## src/rtl/asp_pkg.sv

```systemverilog
`timescale 1ns/1ps
package asp_pkg;
    typedef enum logic [1:0] {
        FMT_RJ20 = 2'd0,
        FMT_RJ16 = 2'd1,
        FMT_RJ24 = 2'd2,
        FMT_I2S  = 2'd3
    } fmt_e;

    typedef enum logic [1:0] {
        ST_IDLE  = 2'd0,
        ST_LEFT  = 2'd1,
        ST_RIGHT = 2'd2
    } half_e;
endpackage

```

## src/rtl/asp_sync.sv

```systemverilog
`timescale 1ns/1ps
module asp_sync #(
    parameter int STAGES = 2
) (
    input  logic clk,
    input  logic rst_n,
    input  logic bclk_i,
    input  logic lrck_i,
    input  logic sdin_i,
    output logic bclk_rise,
    output logic bclk_fall,
    output logic lrck_s,
    output logic sdin_s
);
    localparam int LAST = STAGES - 1;

    logic [STAGES-1:0][2:0] pipe_q;
    logic                   bclk_q;

    always_ff @(posedge clk or negedge rst_n) begin
        if (!rst_n) begin
            pipe_q <= '0;
            bclk_q <= 1'b0;
        end else begin
            pipe_q[0] <= {bclk_i, lrck_i, sdin_i};
            for (int i = 1; i < STAGES; i++) begin
                pipe_q[i] <= pipe_q[i-1];
            end
            bclk_q <= pipe_q[LAST][2];
        end
    end

    assign bclk_rise = pipe_q[LAST][2] & ~bclk_q;
    assign bclk_fall = ~pipe_q[LAST][2] & bclk_q;
    assign lrck_s    = pipe_q[LAST][1];
    assign sdin_s    = pipe_q[LAST][0];
endmodule

```

## src/rtl/asp_tx.sv

```systemverilog
`timescale 1ns/1ps
module asp_tx
    import asp_pkg::*;
#(
    parameter int WORD_W = 20,
    parameter int SLOT_W = 6
) (
    input  logic              clk,
    input  logic              rst_n,
    input  logic              step,
    input  logic              load,
    input  logic              active,
    input  logic              chan_left,
    input  logic [SLOT_W-1:0] slot,
    input  fmt_e              fmt,
    input  logic [WORD_W-1:0] word_l_i,
    input  logic [WORD_W-1:0] word_r_i,
    output logic              sdout
);
    localparam logic [SLOT_W-1:0] W_SL = SLOT_W'(WORD_W);

    logic [WORD_W-1:0] hold_l_q, hold_r_q, cur;
    logic [SLOT_W-1:0] pos;
    logic              in_word;
    logic              bit_d;

    always_comb begin
        cur     = load ? word_l_i : (chan_left ? hold_l_q : hold_r_q);
        pos     = (fmt == FMT_I2S) ? slot - 1'b1 : slot;
        in_word = (fmt != FMT_I2S || slot != '0) && (pos < W_SL);
        bit_d   = in_word ? cur[WORD_W-1-int'(pos)] : 1'b0;
    end

    always_ff @(posedge clk or negedge rst_n) begin
        if (!rst_n) begin
            hold_l_q <= '0;
            hold_r_q <= '0;
            sdout    <= 1'b0;
        end else begin
            if (load) begin
                hold_l_q <= word_l_i;
                hold_r_q <= word_r_i;
            end
            if (step) begin
                sdout <= active & bit_d;
            end
        end
    end

    a_r5_tail_zero: assert property (@(posedge clk) disable iff (!rst_n)
        (step && slot > W_SL) |=> !sdout);
    a_r5_idle_zero: assert property (@(posedge clk) disable iff (!rst_n)
        (step && !active) |=> !sdout);
endmodule

```

## src/rtl/asp_rx.sv

```systemverilog
`timescale 1ns/1ps
module asp_rx
    import asp_pkg::*;
#(
    parameter int WORD_W = 20,
    parameter int SLOT_W = 6
) (
    input  logic              clk,
    input  logic              rst_n,
    input  logic              sample,
    input  logic              bit_i,
    input  logic              close,
    input  logic              active,
    input  logic              in_left,
    input  logic [SLOT_W-1:0] slot,
    input  fmt_e              fmt,
    output logic [WORD_W-1:0] pb_left,
    output logic [WORD_W-1:0] pb_right,
    output logic              pb_valid
);
    localparam int                SR_W = WORD_W + 4;
    localparam logic [SLOT_W-1:0] W_SL = SLOT_W'(WORD_W);

    logic [SR_W-1:0]   sr_q, sr_shift;
    logic [WORD_W-1:0] pend_l_q, tail_word, got_word;
    logic              have_l_q, i2s_grab, tail_grab, got;

    always_comb begin
        sr_shift = {sr_q[SR_W-2:0], bit_i};
        unique case (fmt)
            FMT_RJ16: tail_word = {sr_q[WORD_W-5:0], 4'b0000};
            FMT_RJ24: tail_word = sr_q[SR_W-1:4];
            default:  tail_word = sr_q[WORD_W-1:0];
        endcase
        i2s_grab  = sample && active && (fmt == FMT_I2S) && (slot == W_SL);
        tail_grab = close && active && (fmt != FMT_I2S);
        got       = i2s_grab | tail_grab;
        got_word  = i2s_grab ? sr_shift[WORD_W-1:0] : tail_word;
    end

    always_ff @(posedge clk or negedge rst_n) begin
        if (!rst_n) begin
            sr_q     <= '0;
            pend_l_q <= '0;
            have_l_q <= 1'b0;
            pb_left  <= '0;
            pb_right <= '0;
            pb_valid <= 1'b0;
        end else begin
            pb_valid <= 1'b0;
            if (sample) begin
                sr_q <= sr_shift;
            end
            if (got) begin
                if (in_left) begin
                    pend_l_q <= got_word;
                    have_l_q <= 1'b1;
                end else begin
                    pb_valid <= have_l_q;
                    have_l_q <= 1'b0;
                    if (have_l_q) begin
                        pb_left  <= pend_l_q;
                        pb_right <= got_word;
                    end
                end
            end
        end
    end

    a_r10_one_cycle: assert property (@(posedge clk) disable iff (!rst_n)
        pb_valid |=> !pb_valid);
    a_r10_after_right: assert property (@(posedge clk) disable iff (!rst_n)
        pb_valid |-> $past(active && !in_left));
endmodule

```

## src/rtl/audio_serial_port.sv

```systemverilog
`timescale 1ns/1ps
module audio_serial_port
    import asp_pkg::*;
#(
    parameter int WORD_W      = 20,
    parameter int SLOT_W      = 6,
    parameter int SYNC_STAGES = 2
) (
    input  logic              clk,
    input  logic              rst_n,
    input  logic [1:0]        fmt,
    input  logic              bclk,
    input  logic              lrck,
    input  logic              sdin,
    output logic              sdout,
    input  logic [WORD_W-1:0] cap_left,
    input  logic [WORD_W-1:0] cap_right,
    output logic              cap_take,
    output logic [WORD_W-1:0] pb_left,
    output logic [WORD_W-1:0] pb_right,
    output logic              pb_valid
);
    logic              bclk_rise, bclk_fall, lrck_s, sdin_s;
    logic              lrck_prev_q;
    half_e             state_q, state_d;
    logic [SLOT_W-1:0] slot_q, slot_d;
    fmt_e              fmt_q, fmt_eff;
    logic              new_half, left_start;

    asp_sync #(.STAGES(SYNC_STAGES)) u_sync (
        .clk       (clk),
        .rst_n     (rst_n),
        .bclk_i    (bclk),
        .lrck_i    (lrck),
        .sdin_i    (sdin),
        .bclk_rise (bclk_rise),
        .bclk_fall (bclk_fall),
        .lrck_s    (lrck_s),
        .sdin_s    (sdin_s)
    );

    // Half-frame boundary detection and next-state logic
    always_comb begin
        new_half   = bclk_fall && (lrck_s != lrck_prev_q);
        left_start = new_half && (lrck_s ^ (fmt_e'(fmt) == FMT_I2S));
        fmt_eff    = left_start ? fmt_e'(fmt) : fmt_q;
        state_d    = state_q;
        if (new_half) begin
            unique case (state_q)
                ST_IDLE:  state_d = left_start ? ST_LEFT : ST_IDLE;
                ST_LEFT:  state_d = left_start ? ST_LEFT : ST_RIGHT;
                ST_RIGHT: state_d = left_start ? ST_LEFT : ST_RIGHT;
                default:  state_d = ST_IDLE;
            endcase
        end
        if (new_half) begin
            slot_d = '0;
        end else if (bclk_fall && slot_q != '1) begin
            slot_d = slot_q + 1'b1;
        end else begin
            slot_d = slot_q;
        end
    end

    // State register
    always_ff @(posedge clk or negedge rst_n) begin
        if (!rst_n) begin
            state_q     <= ST_IDLE;
            slot_q      <= '0;
            lrck_prev_q <= 1'b0;
        end else begin
            state_q <= state_d;
            slot_q  <= slot_d;
            if (bclk_fall) begin
                lrck_prev_q <= lrck_s;
            end
        end
    end

    // Registered outputs of the state machine
    always_ff @(posedge clk or negedge rst_n) begin
        if (!rst_n) begin
            fmt_q    <= FMT_RJ20;
            cap_take <= 1'b0;
        end else begin
            cap_take <= left_start;
            if (left_start) begin
                fmt_q <= fmt_e'(fmt);
            end
        end
    end

    asp_tx #(.WORD_W(WORD_W), .SLOT_W(SLOT_W)) u_tx (
        .clk       (clk),
        .rst_n     (rst_n),
        .step      (bclk_fall),
        .load      (left_start),
        .active    (state_d != ST_IDLE),
        .chan_left (state_d == ST_LEFT),
        .slot      (slot_d),
        .fmt       (fmt_eff),
        .word_l_i  (cap_left),
        .word_r_i  (cap_right),
        .sdout     (sdout)
    );

    asp_rx #(.WORD_W(WORD_W), .SLOT_W(SLOT_W)) u_rx (
        .clk      (clk),
        .rst_n    (rst_n),
        .sample   (bclk_rise),
        .bit_i    (sdin_s),
        .close    (new_half),
        .active   (state_q != ST_IDLE),
        .in_left  (state_q == ST_LEFT),
        .slot     (slot_q),
        .fmt      (fmt_q),
        .pb_left  (pb_left),
        .pb_right (pb_right),
        .pb_valid (pb_valid)
    );

    a_r6_take_enters_left: assert property (@(posedge clk) disable iff (!rst_n)
        cap_take |-> (state_q == ST_LEFT));
    a_r6_take_pulse: assert property (@(posedge clk) disable iff (!rst_n)
        cap_take |=> !cap_take);
    a_r2_slot_restart: assert property (@(posedge clk) disable iff (!rst_n)
        new_half |=> (slot_q == '0));
endmodule

```

## config.mk

```make
export PLATFORM = sky130hd
export DESIGN_NAME = audio_serial_port
export DESIGN_NICKNAME = d
export VERILOG_FILES = /design/src/rtl/asp_pkg.sv /design/src/rtl/asp_sync.sv /design/src/rtl/asp_tx.sv /design/src/rtl/asp_rx.sv /design/src/rtl/audio_serial_port.sv
export SDC_FILE = /design/constraint.sdc
export NUM_CORES = 1
export LEC_CHECK = 0
export ABC_AREA = 1
export BUFFER_PORTS_ARGS = -buffer_cell sky130_fd_sc_hd__buf_2
export CELL_PAD_IN_SITES_DETAIL_PLACEMENT = 1
export CELL_PAD_IN_SITES_GLOBAL_PLACEMENT = 2
export CORE_MARGIN = 5
export CORE_UTILIZATION = 25
export CTS_BUF_LIST = sky130_fd_sc_hd__clkbuf_4
export DETAILED_ROUTE_END_ITERATION = 7
export PLACE_DENSITY_LB_ADDON = 0.12
export SLEW_MARGIN = 20
export SYNTH_ARGS = -nofsm -noshare
export SYNTH_HDL_FRONTEND = slang
export SYNTH_SLANG_ARGS = --single-unit
```

## constraint.sdc

```tcl
create_clock -name clk -period 2.85 [get_ports clk]
set_input_delay 0.285 -clock clk [delete_from_list [all_inputs] [get_ports clk]]
set_output_delay 0.285 -clock clk [all_outputs]
set_load 0.02 [all_outputs]
```

### After elaboration in Yosys (flattened, before gate mapping)

Cells that the tools add are included.

| operators by class | value |
|---|---|
| add/sub/neg operators | 3 |
| magnitude comparators | 2 |
| equality and inequality tests | 13 |
| muxes and demuxes | 19 |
| bitwise logic cells | 8 |
| reductions and logical operators | 17 |

Operators with widths:

| operator | count |
|---|---|
| $mux 20 | 3 |
| $pmux 20 s2 | 1 |
| $lt 32x7->1 const B | 1 |
| $mux 6 | 3 |
| $eq 2x2->1 const B | 5 |
| $logic_and 1x1->1 | 9 |
| $mux 1 | 7 |
| $sub 5x6->7 const A | 1 |
| $add 6x1->6 const B | 1 |
| $eq 2x1->1 const B | 3 |
| $eq 6x5->1 const B | 1 |
| $lt 6x5->1 const B | 1 |
| $mux 2 | 3 |
| $ne 6x6->1 const B | 1 |
| $reduce_bool 6->1 | 1 |
| $sub 6x1->6 const B | 1 |
| $bmux 1 s5 | 1 |
| $ne 2x2->1 const B | 2 |
| $pmux 2 s2 | 1 |
| $reduce_bool 2->1 | 2 |
| $and 1x1->1 | 3 |
| $not 1->1 | 3 |
| $reduce_and 3->1 | 1 |
| $logic_not 2->1 | 1 |
| other kinds (6) | 6 |

| word-level totals | value |
|---|---|
| register bits after elaboration | 146 |
| bits of input ports | 47 |
| output and inout bits | 43 |
| word-level logic and storage cells | 79 |

### Logic depth before layout (Yosys ltp)

Gate-level depths: netlist (run 1).

| logic depth | value |
|---|---|
| word-level depth | 15 |
| depth in mapped cells | 20 |
| gate-level depth less buffers | 20 |

### By module

Synthesis (run 1) repeated with hierarchy kept, for this count alone.

| second synthesis, totals | value |
|---|---|
| cell total of the unflattened synthesis | 949 |
| area, all modules | 7,358.3 um2 |

By module, submodules not included:

| module | instances | cells an instance | area an instance (um2) | seq. area each (um2) |
|---|---|---|---|---|
| asp_rx | 1 | 525 | 4,093.9 | 2,152.1 |
| asp_tx | 1 | 315 | 2,313.5 | 1,026.0 |
| audio_serial_port | 1 | 98 | 760.7 | 300.3 |
| asp_sync | 1 | 11 | 190.2 | 175.2 |

### Least setup slack after synthesis (run 1)

Ideal clock, no wire load.

| timing | value |
|---|---|
| path type | reg2reg |
| start point | register slot_q[0] |
| end point | register u_tx.sdout |
| setup time | 0.065 ns |
| arrival time | 2.444 ns |
| data required time | 2.785 ns |
| slack | 0.341 ns |
| cell stages (with the launch flop) | 20 |
| path buffers | 0 |
| clock period less this slack | 2.509 ns |
| path through | dfrtp_1 ha_1 inv_1 nor2_1 nand2_1 nand2_1 or2_2 nand3_2 ha_1 inv_1 nor2_2 nand2_2 nand2_2 clkinv_1 ha_1 inv_1 nand4_1 a21oi_1 nand2_1 nand2_1 |

| between the ends | value |
|---|---|
| cells in the longest elaborated chain, start to end | 12 |
| elaborated cells on any way between the ends | 17 |
| classes of those cells | add/sub (3); order compare (1); eq/ne (1); mux (7); bitwise (1); reduce/logical (4) |

Ends and longest elaborated chain:

| what | line | text |
|---|---|---|
| start: declaration | audio_serial_port.sv:26 | `logic [SLOT_W-1:0] slot_q, slot_d;` |
| start signal: assignment | audio_serial_port.sv:73 | `slot_q <= slot_d;` |
| branches (longest 2 deep; another with $add 6x1->6) | -- |  |
| $mux 6 * | audio_serial_port.sv:58 | `end else if (bclk_fall && slot_q != '1) begin` |
| $mux 6 * | audio_serial_port.sv:56 | `if (new_half) begin` |
| $sub 6x1->6 | asp_tx.sv:29 | `pos = (fmt == FMT_I2S) ? slot - 1'b1 : slot;` |
| $mux 6 | asp_tx.sv:29 |  |
| $sub 5x6->7 | asp_tx.sv:31 | `bit_d = in_word ? cur[WORD_W-1-int'(pos)] : 1'b0;` |
| $bmux 1 s5 | asp_tx.sv:31 |  |
| $mux 1 (implied by the code) (2 in series) | asp_tx.sv:31 |  |
| $mux 1 * | asp_tx.sv:31 |  |
| $and 1x1->1 * | asp_tx.sv:45 | `sdout <= active & bit_d;` |
| end signal: assignment | asp_tx.sv:45 |  |
| end: declaration | asp_tx.sv:18 | `output logic sdout` |

Every way passes the cells marked *. The select of a mux whose other input is x is not followed.
A chain may end at the register's enable or synchronous reset.

### Worst setup path in the final report (run 1)

Ends and elaborated chain as after synthesis.

==> summary.txt, run 1 <==
Synthesis
  • Cell accounting for the most synthesized area: sky130_fd_sc_hd__dfrtp_1
  • Number of warning messages in the yosys log: 0
  • Avg Synthesized Cell Area: 7.97 µm²
  • Register area share after synthesis: 51.5%
  • Yosys cell types: 39
  • FFs w/ async S/R, synth: 100%
  • Portion of synthesized cell area occupied by the leading cell type: 51.5%
  • Total of flip-flops plus latches after synthesis: 146
  • Ys flop type: sky130_fd_sc_hd__dfrtp_1
  • Cells after synthesis: 890
  • EDFF count, synth: 0
  • Area of the mapped netlist: 7090 µm²
  • Syn nets: 947
  • Main area contributors after synthesis: sky130_fd_sc_hd__dfrtp_1 (52%), sky130_fd_sc_hd__nand2_1 (17%), sky130_fd_sc_hd__o21ai_0 (6.3%), sky130_fd_sc_hd__nor2_1 (4.7%), sky130_fd_sc_hd__inv_1 (3.9%)

Floorplan
  • Io pins: 90
  • Initial core utilization: 25.4%
  • Floorplan row count: 61
  • Height of the chip: 178 µm
  • Die width: 178 µm
  • CORE AREA: 27,900 µm²
  • Die outline area: 31,800 µm²

Run status
  • Status: finished clean

Clock network
  • Max Buffers Root-to-Sink: 2
  • Inserted Clock Buffers: 17
  • Clock tree root buffer cell: sky130_fd_sc_hd__clkbuf_4
  • CTS tree: yes
  • Clock tree sinks: 146
  • Clock latency at the later pin of the worst-skew pair: 570 ps
  • Level count of the clock H-tree: 4
  • CTS clk-pin slew, worst paths: 160 ps

Critical path
  • WP data required: 3380 ps
  • Buffering stage count on the worst path with inverters included: 4
  • Worst setup path start: slot_q[0]$_DFF_PN0_
  • Arrival @ worst endpoint: 3150 ps
  • Critical-path top delay cell: sky130_fd_sc_hd__dfrtp_2
  • CP max FO: 4
  • CP Cell Sequence: ha_2 -> inv_1 -> nor2_1 -> nand2_1 -> nand2_1 -> or2_2 -> nand3_2 -> ha_1 -> inv_1 -> nor2_2 -> nand2_2 -> nand2_2 -> inv_2 -> ha_1 -> inv_1 -> nand4_1 -> a21oi_1 -> nand2_1 -> nand2_1
  • Worst setup EP type: flip-flop
  • Most Frequent Cell on Critical Path: sky130_fd_sc_hd__nand2_1
  • Critical path's largest stage delay: 460 ps
  • Crit path max-delay family: simple AND/OR/NAND/NOR gates
  • Launch instance of the worst register-to-register path: slot_q[0]$_DFF_PN0_
  • Kind of critical path: flip-flop to flip-flop
  • Critical Path Start Type: flip-flop

Drt
  • Routed wire length: 21.1 mm
  • Initial DRC count: 323
  • Vias per std cell: 4.27
  • Number of design rule violations left after detail routing: 0
  • Antenna violation net count after detailed routing: 0
  • Number of search-and-repair iterations in the first detailed-routing pass: 5
  • Post-detailed-route wirelength per cell: 15.0 µm
  • Via count: 6,021

Cells and area
  • Fraction of final layout cells with drive strength greater than 1: 17.3%
  • Number of fill cells in the layout: 3,385
  • Most common cell after layout, fill and taps aside: sky130_fd_sc_hd__nand2_1
  • Nets: 1,075
  • Growth of design area from synthesis to finish: 23.3%
  • Commonest cells after routing, fill and taps aside: sky130_fd_sc_hd__nand2_1 (313), sky130_fd_sc_hd__dfrtp_1 (145), sky130_fd_sc_hd__nor2_1 (89), sky130_fd_sc_hd__o21ai_0 (88), sky130_fd_sc_hd__buf_2 (88)
  • Final Core Density: 31.3%

Timing
  • Worst Skew: 33.5 ps
  • Final hold viol count: 0
  • RSZ-0062 raised after global routing: no
  • Number of endpoints failing setup at the final stage: 0
  • Final cycle utilization of the critical path: 92.1%
  • Worst-case headroom to the max-slew limit: 36.6%
  • Measured slew at the worst slew-check pin: 951 ps
  • Clock period minus worst slack: 2620 ps
  • Highest achievable clock rate: 0.381 GHz
  • Final number of max-transition violations: 0
  • Accumulated negative setup slack: 0 ps

Placed design
  • Final weighted congestion in routability-driven placement: 0.739
  • Dpl hpwl: 14.6 mm
  • Buffers on Ports: 89

Worst hold path
  • Launch instance of the worst min-delay path: fmt[0]
  • Worst min-delay path class: input port to flip-flop

Flow run
  • Number of max-cap violations: 0

Power
  • Power density over cell area: 690 nW/µm²
  • LEAKAGE: 4.33 nW
  • Worst vdd ir: 0.230 mV

Global route
  • Total grt overflow: 0
  • GR Util All Layers: 13.7%
  • Antenna violations before repair: 1
  • Via count of the first global-routing pass: 6,078
  • Wire length of the first global-routing pass: 34.2 mm
  • Largest net degree at the start of global routing: 62
==> sequential cells by signal, indices dropped and copies added (netlist names), 4 cells and up <==
register,cells
u_tx.hold_r_q,20
u_rx.sr_q,24
u_rx.pb_left,20
u_sync.pipe_q,4
u_rx.pend_l_q,20
u_rx.pb_right,20
slot_q,6
u_tx.hold_l_q,20
==> Yosys cell counts (2+ instances only) <==
cell,count
sky130_fd_sc_hd__nor3_1,2
sky130_fd_sc_hd__clkinv_1,2
sky130_fd_sc_hd__inv_2,6
sky130_fd_sc_hd__a21oi_1,3
sky130_fd_sc_hd__xor2_1,2
sky130_fd_sc_hd__nand3_4,3
sky130_fd_sc_hd__clkbuf_1,30
sky130_fd_sc_hd__o221ai_1,16
sky130_fd_sc_hd__ha_1,10
sky130_fd_sc_hd__buf_1,2
sky130_fd_sc_hd__o21ai_0,89
sky130_fd_sc_hd__o21ai_2,2
sky130_fd_sc_hd__nand3_2,6
sky130_fd_sc_hd__o22ai_1,4
sky130_fd_sc_hd__dfrtp_1,146
sky130_fd_sc_hd__nor2_1,89
sky130_fd_sc_hd__nand2_2,8
sky130_fd_sc_hd__buf_2,4
sky130_fd_sc_hd__inv_1,74
sky130_fd_sc_hd__nor2_2,3
sky130_fd_sc_hd__o211ai_1,2
sky130_fd_sc_hd__nand4_1,2
sky130_fd_sc_hd__buf_6,2
sky130_fd_sc_hd__nand2_1,313
sky130_fd_sc_hd__nand2_4,5
sky130_fd_sc_hd__nor2_4,2
sky130_fd_sc_hd__nand3_1,49
sky130_fd_sc_hd__o21ai_1,3
==> tightest hold or removal path, delay by kind of cell <==
family | cells | cell delay, ps
buffers and inverters | 1 | 120
AND/OR/NAND/NOR | 2 | 190
==> routing by layer <==
layer / GRT usage [%] / wire (µm) / vias to the layer above
met5: 0 / 0 / -
met4: 3.74 / 237 / 0
met3: 2.29 / 652 / 15
met2: 19.5 / 8700 / 85
met1: 21.3 / 11500 / 2840
li1: - / - / 3081
==> cells by family after synthesis <==
kind of cell             synth area share (%)
XOR/XNOR                                0.247
buffers and inverters                    6.97
AO/OA/AOI/OAI                            9.69
adder cells (fa/ha/maj)                  1.76
flip-flops                               51.5
AND/OR/NAND/NOR                          29.8
==> final timing paths <==
path	end	slack (ps)	cells after the start
setup / recovery	u_tx.sdout$_DFFE_PN0P_	230	19
hold / removal	fmt_q[0]$_DFF_PN0_	80	3
setup reg to reg	u_tx.sdout$_DFFE_PN0P_	230	19
hold reg to reg	u_sync.lrck_s$_DFF_PN0_	370	0
max in group asynchronous	slot_q[0]$_DFF_PN0_	1800	3
min in group asynchronous	u_rx.pb_left[16]$_DFFE_PN0P_	210	2
==> timing repair <==
action                                 in CTS  in global routing
endpoints found under the hold margin      93                  0
hold buffers                               45                  0
gates resized for setup                     0                  4
buffers inserted                            0                  1
setup endpoints to repair                   0                  1
==> through the flow <==
stage / total power (W) / cell area, µm² / cells / hold WS, ps / setup slack [ps]
after floorplan: 0.00395 / 7090 / 890 / -10.6 / 341
after global placement: 0.00457 / 7960 / 1331 / 301 / 161
after global routing: 0.00653 / 8740 / 1410 / 33.8 / 23.1
after detailed placement: 0.00458 / 7960 / 1331 / 294 / 74.2
after CTS: 0.00617 / 8730 / 1408 / 20.6 / 37.4
final: 0.00603 / 8740 / 1410 / 78.7 / 225
==> power breakdown <==
group          internal (W)  leakage [nW]  switching [W]  total [W]
registers           0.00243          1.90       0.000219    0.00265
clock network      0.000565         0.167       0.000923    0.00149
logic              0.000649          2.26        0.00125    0.00189
==> area by class of cell <==
type	count	area [µm²]	share of cell area, %
multi-input combinational	622	2950	33.7
inverter	83	317	3.62
tap	378	473	5.41
timing repair buffer	148	1030	11.8
antenna	1	2.50	0.0286
sequential	146	3650	41.8
clock buffer	17	128	1.46
clock inverter	15	188	2.15
(Power assumes the default switching activity.)
==> inputs of run 2 (changes only) <==
==> constraint.sdc (replaced) <==
create_clock -name clk -period 3 [get_ports clk]
set_input_delay 0.3 -clock clk [delete_from_list [all_inputs] [get_ports clk]]
set_output_delay 0.3 -clock clk [all_outputs]
set_load 0.02 [all_outputs]
==> run 2 against run 1 <==
Against the previous run:
- critical endpoint unchanged
- register-to-register slack improved by 90 ps
- critical path depth did not move
- clock-buffer cell count did not move
- first-iteration DRC count is 9.0% lower
==> summary.txt, run 2 (same netlist as run 1, synthesis figures left out) <==
Run status
  • Status: finished clean

Placed design
  • Final weighted congestion in routability-driven placement: 0.718
  • Worst-case setup slack after placement: 134 ps
  • Dpl hpwl: 14.9 mm
  • Buffers on Ports: 89

Timing
  • Accumulated negative setup slack: 0 ps
  • Final cycle utilization of the critical path: 89.4%
  • Highest achievable clock rate: 0.373 GHz
  • Worst Skew: 32.7 ps
  • Final number of max-transition violations: 0
  • Hold WS: 63.7 ps
  • Worst-case headroom to the max-slew limit: 38.4%
  • Final hold viol count: 0
  • Number of endpoints failing setup at the final stage: 0
  • Final setup margin: 319 ps
  • Clock period minus worst slack: 2680 ps
  • RSZ-0062 raised after global routing: no
  • Measured slew at the worst slew-check pin: 923 ps

Drt
  • Antenna violation net count after detailed routing: 0
  • Post-detailed-route wirelength per cell: 15.0 µm
  • Via count: 6,049
  • Number of search-and-repair iterations in the first detailed-routing pass: 4
  • Vias per std cell: 4.30
  • Routed wire length: 21.1 mm
  • Initial DRC count: 294
  • Number of design rule violations left after detail routing: 0

Critical path
  • Worst setup EP type: flip-flop
  • CP max FO: 4
  • WP data required: 3510 ps
  • Kind of critical path: flip-flop to flip-flop
  • Arrival @ worst endpoint: 3190 ps
  • Critical Path Start Type: flip-flop

Floorplan
  • Io pins: 90
  • Die width: 178 µm
  • Floorplan row count: 61
  • Height of the chip: 178 µm
  • Initial core utilization: 25.4%
  • Die outline area: 31,800 µm²
  • CORE AREA: 27,900 µm²

Global route
  • Wire length of the first global-routing pass: 34.9 mm
  • Antenna violations before repair: 1
  • Total grt overflow: 0
  • Via count of the first global-routing pass: 6,258
  • GR Util All Layers: 13.9%
  • Largest net degree at the start of global routing: 62

Clock network
  • Level count of the clock H-tree: 4
  • Clock tree root buffer cell: sky130_fd_sc_hd__clkbuf_4
  • Max Buffers Root-to-Sink: 2
  • CTS clk-pin slew, worst paths: 170 ps
  • Clock latency at the later pin of the worst-skew pair: 550 ps
  • CTS tree: yes
  • Clock tree sinks: 146
  • Inserted Clock Buffers: 17

Cells and area
  • Final Core Density: 31.1%
  • Fraction of final layout cells with drive strength greater than 1: 17.3%
  • Growth of design area from synthesis to finish: 22.6%
  • Footprint of the multi-input gates: 2950 µm²
  • Largest reg by FF count: u_rx.sr_q
  • Most common cell after layout, fill and taps aside: sky130_fd_sc_hd__nand2_1
  • Nets: 1,073
  • Number of fill cells in the layout: 3,405
  • Commonest cells after routing, fill and taps aside: sky130_fd_sc_hd__nand2_1 (313), sky130_fd_sc_hd__dfrtp_1 (145), sky130_fd_sc_hd__nor2_1 (89), sky130_fd_sc_hd__o21ai_0 (88), sky130_fd_sc_hd__buf_2 (88)
  • Flip-flop count of the largest register after layout: 24
  • Combined flip-flop and latch cell area: 3650 µm²

Worst hold path
  • Worst min-delay path class: input port to flip-flop

Power
  • Power density over cell area: 646 nW/µm²
  • Power Total: 0.00562 W
  • Worst vdd ir: 0.199 mV
  • LEAKAGE: 4.30 nW

Flow run
  • Number of max-cap violations: 0
## run 2: cell count changes in the layout (fill, tap and decap cells not counted), sizes merged
cell         previous run  this run
dlygate4sd3            45        43
inv                    91        92
clkinvlp                1         2
bufinv                  2         0
## run 2: layout make-up
type	instances	share of cell area, %
well taps	378	5.44
diodes	1	0.0288
inverters	83	3.64
repair buffers	146	11.6
clock inverters	15	1.83
multi-input cells	622	33.9
clock buffers	17	1.47
flip-flops and latches	146	42.0
## run 2: routing by layer
layer  vias up  wire, µm  global-route usage, %
met5         -         0                      0
met4         0       153                   3.17
met3        11       649                   2.29
met2        89      8770                   20.1
met1      2876     11500                   21.4
li1       3073         -                      -
## run 2: final timing paths
check	depth (start not counted)	slack, ps	end	start
worst max-delay path	19	320	u_tx.sdout$_DFFE_PN0P_	slot_q[0]$_DFF_PN0_
worst min-delay path	3	60	u_tx.hold_l_q[13]$_DFFE_PN0P_	cap_left[13]
worst max register to register	19	320	u_tx.sdout$_DFFE_PN0P_	slot_q[0]$_DFF_PN0_
worst min register to register	0	380	u_sync.sdin_s$_DFF_PN0_	u_sync.pipe_q[0]$_DFF_PN0_
max in group asynchronous	3	1900	u_rx.have_l_q$_DFFE_PN0N_	rst_n
min in group asynchronous	2	270	u_rx.pb_left[13]$_DFFE_PN0P_	rst_n
## run 2: per-stage QoR
step	cell area, µm²	std cells
final	8690	1408
after detailed placement	7960	1331
after CTS	8680	1406
after global placement	7960	1331
after floorplan	7090	890
after global routing	8690	1408
## run 2: power breakdown
part | total, W | switching [W] | internal [W]
combinational | 0.00181 | 0.00119 | 0.000617
clock | 0.00129 | 0.000904 | 0.000386
sequential | 0.00252 | 0.000216 | 0.00231
total | 0.00562 | 0.00231 | 0.00331
## run 2: critical path, cell delays in order (launching register included)
cell and delay, ps:
sky130_fd_sc_hd__dfrtp_2 450, sky130_fd_sc_hd__ha_2 210, sky130_fd_sc_hd__inv_1 50, sky130_fd_sc_hd__nor2_1 40
sky130_fd_sc_hd__nand2_1 70, sky130_fd_sc_hd__nand2_1 90, sky130_fd_sc_hd__or2_2 290, sky130_fd_sc_hd__nand3_2 120
sky130_fd_sc_hd__ha_1 160, sky130_fd_sc_hd__inv_1 50, sky130_fd_sc_hd__nor2_2 110, sky130_fd_sc_hd__nand2_2 80
sky130_fd_sc_hd__nand2_2 120, sky130_fd_sc_hd__inv_2 70, sky130_fd_sc_hd__ha_1 290, sky130_fd_sc_hd__inv_1 80
sky130_fd_sc_hd__nand4_1 120, sky130_fd_sc_hd__a21oi_1 140, sky130_fd_sc_hd__nand2_1 60, sky130_fd_sc_hd__nand2_1 50
## run 2: what timing repair did
item                       CTS  global route
hold buffers                43             0
buffers inserted             0             1
setup endpoints to repair    0             1
hold endpoints to repair   101             0
resized for setup            0             4
